### src/rtl/fid_pkg.sv
package fid_pkg;
  localparam int CFG_ILACE_BIT = 0;
  localparam int CFG_POL_BIT   = 1;
  localparam int CFG_PASS_BIT  = 2;
  localparam int CFG_USED_W    = 3;

  typedef enum logic [1:0] {
    SRC_FIXED = 2'd0,
    SRC_FIELD = 2'd1,
    SRC_UP    = 2'd2
  } fid_src_e;

  typedef struct packed {
    fid_src_e src;
    logic     pol;
  } fid_sel_t;
endpackage

### src/rtl/fid_cfg_decode.sv
module fid_cfg_decode
  import fid_pkg::*;
#(
  parameter int CFG_W = 32
) (
  input  logic [CFG_W-1:0] cfg_i,
  output fid_sel_t         sel_o
);
  generate
    if (CFG_W > CFG_USED_W) begin : g_resv
      logic unused_resv;
      assign unused_resv = ^cfg_i[CFG_W-1:CFG_USED_W];
    end
  endgenerate

  always_comb begin
    sel_o.pol = cfg_i[CFG_POL_BIT];
    if (cfg_i[CFG_PASS_BIT])
      sel_o.src = SRC_UP;
    else if (cfg_i[CFG_ILACE_BIT])
      sel_o.src = SRC_FIELD;
    else
      sel_o.src = SRC_FIXED;
  end
endmodule

### src/rtl/fid_field_tracker.sv
module fid_field_tracker (
  input  logic clk,
  input  logic rst,
  input  logic run,
  input  logic frame_start,
  output logic field_d,
  output logic field_q,
  output logic seen_q
);
  logic seen_d;

  always_comb begin
    field_d = field_q;
    seen_d  = seen_q;
    if (!run) begin
      field_d = 1'b0;
      seen_d  = 1'b0;
    end else if (frame_start) begin
      seen_d  = 1'b1;
      field_d = seen_q ? ~field_q : 1'b0;
    end
  end

  always_ff @(posedge clk) begin
    if (rst) begin
      field_q <= 1'b0;
      seen_q  <= 1'b0;
    end else begin
      field_q <= field_d;
      seen_q  <= seen_d;
    end
  end

  // first strobe gives field 0, later strobes toggle
  p_first_field_r3: assert property (@(posedge clk) disable iff (rst)
    (run && frame_start && !seen_q) |=> (!field_q && seen_q));
  p_toggle_r3: assert property (@(posedge clk) disable iff (rst)
    (run && frame_start && seen_q) |=> (field_q != $past(field_q)));
  // no strobe, no change
  p_hold_r8: assert property (@(posedge clk) disable iff (rst)
    (run && !frame_start) |=> $stable(field_q));
  // leaving interlaced generation forgets the sequence
  p_forget_r6: assert property (@(posedge clk) disable iff (rst)
    !run |=> (!field_q && !seen_q));
endmodule

### src/rtl/fid_out_stage.sv
module fid_out_stage
  import fid_pkg::*;
(
  input  logic     clk,
  input  logic     rst,
  input  fid_sel_t sel,
  input  logic     field_d,
  input  logic     up_fid,
  output logic     fid_q
);
  always_ff @(posedge clk) begin
    if (rst) begin
      fid_q <= 1'b0;
    end else begin
      case (sel.src)
        SRC_UP:    fid_q <= up_fid;
        SRC_FIELD: fid_q <= field_d ^ sel.pol;
        default:   fid_q <= sel.pol;
      endcase
    end
  end

  // reset drives the output low
  p_reset_low_r1: assert property (@(posedge clk)
    rst |=> (fid_q == 1'b0));
  // progressive level follows polarity
  p_prog_level_r2: assert property (@(posedge clk) disable iff (rst)
    (sel.src == SRC_FIXED) |=> (fid_q == $past(sel.pol)));
  // passthrough copies upstream with one clock of delay
  p_pass_copy_r5: assert property (@(posedge clk) disable iff (rst)
    (sel.src == SRC_UP) |=> (fid_q == $past(up_fid)));
endmodule

### src/rtl/fieldid_gen.sv
module fieldid_gen
  import fid_pkg::*;
#(
  parameter int CFG_W = 32
) (
  input  logic             clk,
  input  logic             rst,
  input  logic [CFG_W-1:0] cfg_i,
  input  logic             frame_start,
  input  logic             up_fid,
  output logic             fid_out
);
  fid_sel_t sel;
  logic     run_ilace;
  logic     field_d;
  logic     field_q;
  logic     seen_q;

  fid_cfg_decode #(.CFG_W(CFG_W)) u_dec (
    .cfg_i (cfg_i),
    .sel_o (sel)
  );

  assign run_ilace = (sel.src == SRC_FIELD);

  fid_field_tracker u_trk (
    .clk         (clk),
    .rst         (rst),
    .run         (run_ilace),
    .frame_start (frame_start),
    .field_d     (field_d),
    .field_q     (field_q),
    .seen_q      (seen_q)
  );

  fid_out_stage u_out (
    .clk     (clk),
    .rst     (rst),
    .sel     (sel),
    .field_d (field_d),
    .up_fid  (up_fid),
    .fid_q   (fid_out)
  );

  // output in interlaced generation is field XOR polarity
  p_field_polarity_r4: assert property (@(posedge clk) disable iff (rst)
    run_ilace |=> (fid_out == (field_q ^ $past(sel.pol))));
  // no field history survives while outside interlaced generation
  p_no_history_r6: assert property (@(posedge clk) disable iff (rst)
    (!run_ilace && !$past(run_ilace)) |-> !seen_q);
endmodule

### config.mk
export PLATFORM = sky130hd
export DESIGN_NAME = fieldid_gen
export DESIGN_NICKNAME = d
export VERILOG_FILES = /design/src/rtl/fid_pkg.sv /design/src/rtl/fid_cfg_decode.sv /design/src/rtl/fid_field_tracker.sv /design/src/rtl/fid_out_stage.sv /design/src/rtl/fieldid_gen.sv
export SDC_FILE = /design/constraint.sdc
export NUM_CORES = 1
export LEC_CHECK = 0
export CORE_AREA = 2 2 39 41
export CTS_CLUSTER_DIAMETER = 40
export DETAILED_ROUTE_END_ITERATION = 16
export DIE_AREA = 0 0 41 43
export GPL_ROUTABILITY_DRIVEN = 0
export PLACE_DENSITY = 0.6
export SKIP_LAST_GASP = 1
export SYNTH_ARGS = -nofsm -noshare
export SYNTH_HDL_FRONTEND = slang
export SYNTH_SLANG_ARGS = --single-unit
### constraint.sdc
create_clock -name clk -period 1.2 [get_ports clk]
set_clock_uncertainty 0.1 [all_clocks]
set_input_delay 0.12 -clock clk [delete_from_list [all_inputs] [get_ports clk]]
set_output_delay 0.12 -clock clk [all_outputs]
set_load 0.05 [all_outputs]
==> summary.md, run 1 <==
| Metric | Value |
|---|---|
| Outcome | `finished clean` |
| CTS resizes | `0` |
| Area Growth Syn to Fin | `105%` |
| Slowest stage cell on the critical path | `dfxtp_1` |
| Slew Viols, Final | `0` |
| TritonRoute pass-1 iters | `2` |
| Register-to-Register Path Depth | `3` |
| Leak | `0.140 nW` |
| Final hold violation count | `0` |
| Clock power frac | `51.5%` |
| Synthesized Nets | `51` |
| Clock slew at reported path FFs | `roughly 0.03 ns` |
| Seq pwr share | `32.1%` |
| Clk Latency, worst-skew pair | `about 0.23 ns` |
| Post-layout instance area | `285 sq um` |
| Avg Vias per Cell | `3.45` |
| CTS root buf | `clkbuf_4` |
| Relative slew slack | `about 93%` |
| DRT iter0 DRCs | `2` |
| Int Power | `263 uW` |
| Htree depth | `1` |
| Crit-path max FO | `3` |
| Sw Pwr | `69.8 uW` |
| Initial cell density of the core | `10.0%` |
| Mapped Cells | `15` |
| DIE AREA | `1760 sq um` |
| Area contributors post-synth | `dfxtp_1 43%, and3_1 9.0%, a21oi_1 7.2%, mux2i_1 7.2%, o211a_1 7.2%` |
| Hold Crit Class | `input port to register` |
| GR Util All Layers | `4.82%` |
| Nature of the critical path endpoint | `register` |
| Flops & latches, synth | `3` |
| Area leader, netlist | `dfxtp_1` |
| Worst-Margin Slew | `0.100 ns` |
| Max frequency | `just under 900 MHz` |
| Largest net degree at the start of global routing | `4` |
| Switching Share | `21.0%` |
| Register area share after synthesis | `43.2%` |
| Post-route minimum period | `1.13 ns` |
| Top cell type's share of synthesized area | `43.2%` |
| Vias in the first global route | `153` |
| DRC viols | `0` |
| Ys async rst share | `0%` |
| # rows | `14` |
| CP arrival | `around 1.1 ns` |
| Syn Area/Cell | `9.26 sq um` |
| Number of flops mapped to enable cells by yosys | `0` |
| Avg WL per Cell | `around 7.7 um` |
| CP peak stage delay | `0.32 ns` |
| Io pins | `37` |
| Yosys cell types | `11` |
| Crit Path Category | `register to register` |
| CTS Hold Bufs | `0` |
| Crit-path cells | `nand4b_1 > and3_1 > o31a_1` |
| CORE AREA | `1380 sq um` |
| Synth Cell Area | `around 140 sq um` |
| Ys flop type | `dfxtp_1` |
| Max VDD drop | `between 0.2 and 0.25 mV` |
| WL final | `339 um` |
| Count leader, synth | `dfxtp_1` |
| Remaining Overflow, GRT | `0` |
| Via count | `around 150` |
| Final Cycle Share | `between 90 and 100%` |
| Maximum capacitance violations | `0` |
| Hold Path Depth | `3` |
| Nets | `65` |
| Setup Fix Bufs, Post-CTS | `0` |
| Share of cells above drive strength 1 | `21.4%` |
| YS warnings | `0` |
| Maximum clock insertion buffer count | `2` |
| Gate power share | `16.5%` |
| Num Clock Sinks | `3` |
| Req. time, crit path | `1.21 ns` |
| Final non-filler cell total | `44` |
| Commonest cells in the netlist | `3 x dfxtp_1, 2 x a21oi_1, 2 x and3_1` |
| Antenna violations before repair | `0` |
| Antenna Nets Post-Route | `0` |
| Placed cells | `40` |
| Die Ht | `roughly 43 um` |
| IO Port Bufs | `7` |
| RSZ-0062 raised after global routing | `false` |
| CTS buffer count | `3` |
| Placed cell area | `254 sq um` |
| CTS tree | `built` |
| Die Width | `41 um` |
| # diodes | `0` |
| P per Cell Area | `1170 nW/um^2` |
| Final setup violating endpoints | `0` |
| First-pass GRT wire length | `503 um` |
| Crit path launch type | `register` |
## power by group through the flow
stage	combinational (mW)	clock, mW	sequential, mW
global placement	0.0564	0	0.109
CTS	0.0566	0.183	0.107
finish	0.0548	0.171	0.107
detailed placement	0.0562	0	0.108
global route	0.0594	0.185	0.107
floorplan	0.00819	0	0.115
## worst paths after layout
| kind | slack [ns] | start | to |
|---|---|---|---|
| worst min register to register | 0.42 | u_trk.seen_q$_SDFFE_PP0P_ | u_trk.seen_q$_SDFFE_PP0P_ |
| worst max register to register | 0.07 | u_trk.field_q$_SDFF_PP0_ | u_out.fid_q$_SDFF_PP0_ |
| worst max-delay path | 0.07 | u_trk.field_q$_SDFF_PP0_ | u_out.fid_q$_SDFF_PP0_ |
| worst min-delay path | 0.19 | frame_start | u_trk.seen_q$_SDFFE_PP0P_ |
## critical path: cells and delay by family, from the launching register on
kind	cells	cell delay [ns]
AO/OA/AOI/OAI	1	0.23
flip-flops	1	0.32
AND/OR/NAND/NOR	2	0.37
## cell usage in the layout (no fill, tap or decap), drive strengths merged
cell type	Yosys	layout
dlymetal6s2s	0	2
nor2	1	1
a21oi	2	2
o31a	1	1
and3	2	2
clkdlybuf4s50	0	4
nand3b	1	1
inv	1	1
nand4b	1	1
nand2	1	1
o211a	1	1
dfxtp	3	3
clkbuf	0	4
buf	0	3
mux2i	1	1
## logic make-up (layout without fill, tap and decap cells)
kind of cell | count (synthesis) | count (layout) | synth area share, %
simple gates | 6 | 6 | 26.1
compound gates | 4 | 4 | 20.7
flops | 3 | 3 | 43.2
mux | 1 | 1 | 7.21
buf+inv | 1 | 14 | 2.70
## cell type report
class | count | area, sq um
Fill cell | 164 | 1100
Timing Repair Buffer | 9 | 100
Clock buffer | 4 | 26.3
Sequential cell | 3 | 60.1
Tap cell | 16 | 20.0
Multi-Input combinational cell | 11 | 75.1
Inverter | 1 | 3.75
## state kept, by name, indices dropped and copies added, names as in the netlist
| register | flops |
|---|---|
| u_trk.seen_q | 1 |
| u_out.fid_q | 1 |
| u_trk.field_q | 1 |
## per-layer routing
| layer | part of all wire [%] | global-route usage, % |
|---|---|---|
| met1 | 38 | 3.86 |
| met2 | 53 | 6.56 |
| met3 | 9.4 | 3.14 |
| met4 | 0 | 6.00 |
| met5 | 0 | 0 |
## per-stage QoR
stage	power, mW	setup slack, ns	TNS (ns)	hold slack (ns)	utilization [%]
floorplan	0.123	0.122	0	0.156	-
global placement	0.165	-0.153	-0.153	0.418	18.4
detailed placement	0.164	-0.187	-0.193	0.422	18.4
CTS	0.346	0.0568	0	0.430	20.3
global route	0.351	0.000947	0	0.215	20.6
finish	0.332	0.0704	0	0.186	20.6
Note: power is estimated with default switching activity, not from simulation.
==> run 2: changes to the inputs <==
--- a/config.mk
+++ b/config.mk
@@ -11,6 +11,7 @@
 export DIE_AREA = 0 0 41 43
 export GPL_ROUTABILITY_DRIVEN = 0
 export PLACE_DENSITY = 0.6
+export SETUP_SLACK_MARGIN = 0.05
 export SKIP_LAST_GASP = 1
 export SYNTH_ARGS = -nofsm -noshare
 export SYNTH_HDL_FRONTEND = slang
==> run 2 against run 1 <==
Net effect:
- final cell count stayed put
- combinational power hardly changed
- maximum frequency is 2.4% higher
- sequential share of layout area is 0.34 points higher
- routed wire length is 0.59% lower
- critical endpoint unchanged
- total power hardly changed
- highest routed layer unchanged
- largest power group unchanged
- sequential power hardly changed
- die area stayed put
==> summary.md, run 2 (synthesis gave the netlist of run 1 again) <==
| Metric | Value |
|---|---|
| Outcome | `finished clean` |
| FF-to-FF setup slack | `0.1 ns (+0.03 ns)` |
| Maximum clock insertion buffer count | `2 (unchanged)` |
| Largest net degree at the start of global routing | `4 (unchanged)` |
| Final hold violation count | `0 (unchanged)` |
| Area Growth Syn to Fin | `106%` |
| CTS tree | `built` |
| DRC viols | `0 (unchanged)` |
| GR Util All Layers | `4.82% (unchanged)` |
| Crit-path max FO | `3 (unchanged)` |
| Avg WL per Cell | `7.66 um (-0.59%)` |
| WL final | `337 um (-0.59%)` |
| Worst path bufs/invs | `0 (unchanged)` |
| Avg Vias per Cell | `3.45 (unchanged)` |
| Num Clock Sinks | `3 (unchanged)` |
| RR Startpoint | `u_trk.field_q$_SDFF_PP0_` |
| Via count | `152 (unchanged)` |
| Crit path max-delay family | `simple AND/OR/NAND/NOR gates` |
| Critical R2R Capture | `u_out.fid_q$_SDFF_PP0_` |
| RSZ-0062 raised after global routing | `true` |
| Clock slew at reported path FFs | `0.03 ns (about the same)` |
| IO Port Bufs | `7 (unchanged)` |
| Post-route minimum period | `1.10 ns (-0.0268 ns)` |
| Crit path launch type | `register` |
| Reg area | `61.3 sq um (+2.1%)` |
| Leak | `0.141 nW (+0.37%)` |
| Die Width | `41 um (unchanged)` |
| Post-layout instance area | `287 sq um (+0.44%)` |
| End point of the critical path | `u_out.fid_q$_SDFF_PP0_` |
| Crit path depth | `3 (unchanged)` |
| Slowest stage cell on the critical path | `dfxtp_2` |
| Register-to-Register Path Depth | `3 (unchanged)` |
| DIE AREA | `1760 sq um (unchanged)` |
| Io pins | `37 (unchanged)` |
| TritonRoute pass-1 iters | `2 (unchanged)` |
| Nature of the critical path endpoint | `register` |
| CTS buffer count | `3 (unchanged)` |
| P per Cell Area | `1160 nW/um^2 (-0.42%)` |
| Top Registers | `u_out.fid_q (1), u_trk.field_q (1), u_trk.seen_q (1)` |
| Initial cell density of the core | `10.0% (unchanged)` |
| Req. time, crit path | `1.21 ns (about the same)` |
| Worst slack at placement | `-0.187 ns (unchanged)` |
| Antenna Nets Post-Route | `0 (unchanged)` |
| CP peak stage delay | `0.32 ns (about the same)` |
| Final Cycle Share | `91.9% (-2.2 points)` |
| Share of cells above drive strength 1 | `25.0% (+3.6 points)` |
| Hold Crit Class | `input port to register` |
| Crit Path Category | `register to register` |
| CTS root buf | `clkbuf_4` |
| Commonest non-fill, non-tap cell in the layout | `clkdlybuf4s50_1` |
| First-pass GRT wire length | `503 um (unchanged)` |
| Max VDD drop | `0.242 mV (about the same)` |
| Remaining Overflow, GRT | `0 (unchanged)` |
| Hold Path Depth | `3 (unchanged)` |
| DRT iter0 DRCs | `1 (-1)` |
| CP startpoint | `u_trk.field_q$_SDFF_PP0_` |
| Hold_ws | `0.186 ns (-0.000430 ns)` |
| # diodes | `0 (unchanged)` |
| Clk Latency, worst-skew pair | `0.23 ns (about the same)` |
| Final setup violating endpoints | `0 (unchanged)` |
| Relative slew slack | `93.1% (about the same)` |
| Final WS setup | `0.0972 ns (+0.0268 ns)` |
| Nets | `65 (unchanged)` |
| CORE AREA | `1380 sq um (unchanged)` |
| Worst-Margin Slew | `0.100 ns (-0.0000683 ns)` |
| Most frequent cells in the layout | `4 x clkdlybuf4s50_1, 3 x clkbuf_4` |
| # rows | `14 (unchanged)` |
| Setup Fix Bufs, Post-CTS | `0 (unchanged)` |
| Maximum capacitance violations | `0 (unchanged)` |
| Vias in the first global route | `153 (unchanged)` |
| Fill cell count | `163 (-0.61%)` |
| Multi-input logic area | `75.1 sq um (unchanged)` |
| Die Ht | `43 um (unchanged)` |
| Slew Viols, Final | `0 (unchanged)` |
| Max frequency | `907 MHz (+2.4%)` |
| CP arrival | `1.12 ns (-0.02 ns)` |
| Htree depth | `1 (unchanged)` |
| Placed cell area | `254 sq um (unchanged)` |
| Crit-path cells | `nand4b_1 > and3_1 > o31a_1` |
| Antenna violations before repair | `0 (unchanged)` |
==> run 2: cell counts in the layout (fill, tap and decap cells not counted) <==
No cell type changed its count.
==> run 2: where the power goes <==
group / leakage [nW] / internal (mW) / total (mW) / switching [mW]
Combinational: 0.101 / 0.0344 / 0.0548 / 0.0204
Clock: 0.0150 / 0.124 / 0.171 / 0.0468
Sequential: 0.0251 / 0.104 / 0.107 / 0.00263
==> run 2: how the worst min path moves through the flow <==
stage / startpoint / to / slack, ns
4_1_cts: u_trk.seen_q$_SDFFE_PP0P_ / u_trk.seen_q$_SDFFE_PP0P_ / 0.43
2_1_floorplan: cfg_i[2] / u_out.fid_q$_SDFF_PP0_ / 0.16
3_5_place_dp: u_trk.seen_q$_SDFFE_PP0P_ / u_trk.seen_q$_SDFFE_PP0P_ / 0.42
3_3_place_gp: u_trk.seen_q$_SDFFE_PP0P_ / u_trk.seen_q$_SDFFE_PP0P_ / 0.42
5_1_grt: frame_start / u_trk.seen_q$_SDFFE_PP0P_ / 0.22
6_report: frame_start / u_trk.seen_q$_SDFFE_PP0P_ / 0.19
==> run 2: metrics by stage <==
step	util (%)	total power [mW]	cells	setup TNS, ns
6_report	20.7	0.332	44	0
5_1_grt	20.7	0.351	44	0
4_1_cts	20.3	0.346	44	0
3_5_place_dp	18.4	0.164	40	-0.193
3_3_place_gp	18.4	0.165	40	-0.153
2_1_floorplan	-	0.123	15	0
==> run 2: cell type report <==
class,count,area share (%)
Clock buffer,4,9.17
Inverter,1,1.31
Timing Repair Buffer,9,34.9
Tap cell,16,6.99
Sequential cell,3,21.4
Multi-Input combinational cell,11,26.2
==> run 2: metal layers <==
layer,part of all wire [%],global-route usage [%],routed length (um)
met5,0,0,0
met3,9.5,3.14,32
met4,0,6.00,0
met1,37,3.86,125
met2,53,6.56,179
==> run 2: worst min-delay path, stage by stage <==
cell and delay [ns]:
dlymetal6s2s_1 0.11, buf_4 0.13, o211a_1 0.12
==> run 2: what timing repair did <==
item	in CTS	in global routing
endpoints found under the setup margin	0	1
hold buffers	0	0
gates resized for setup	0	3
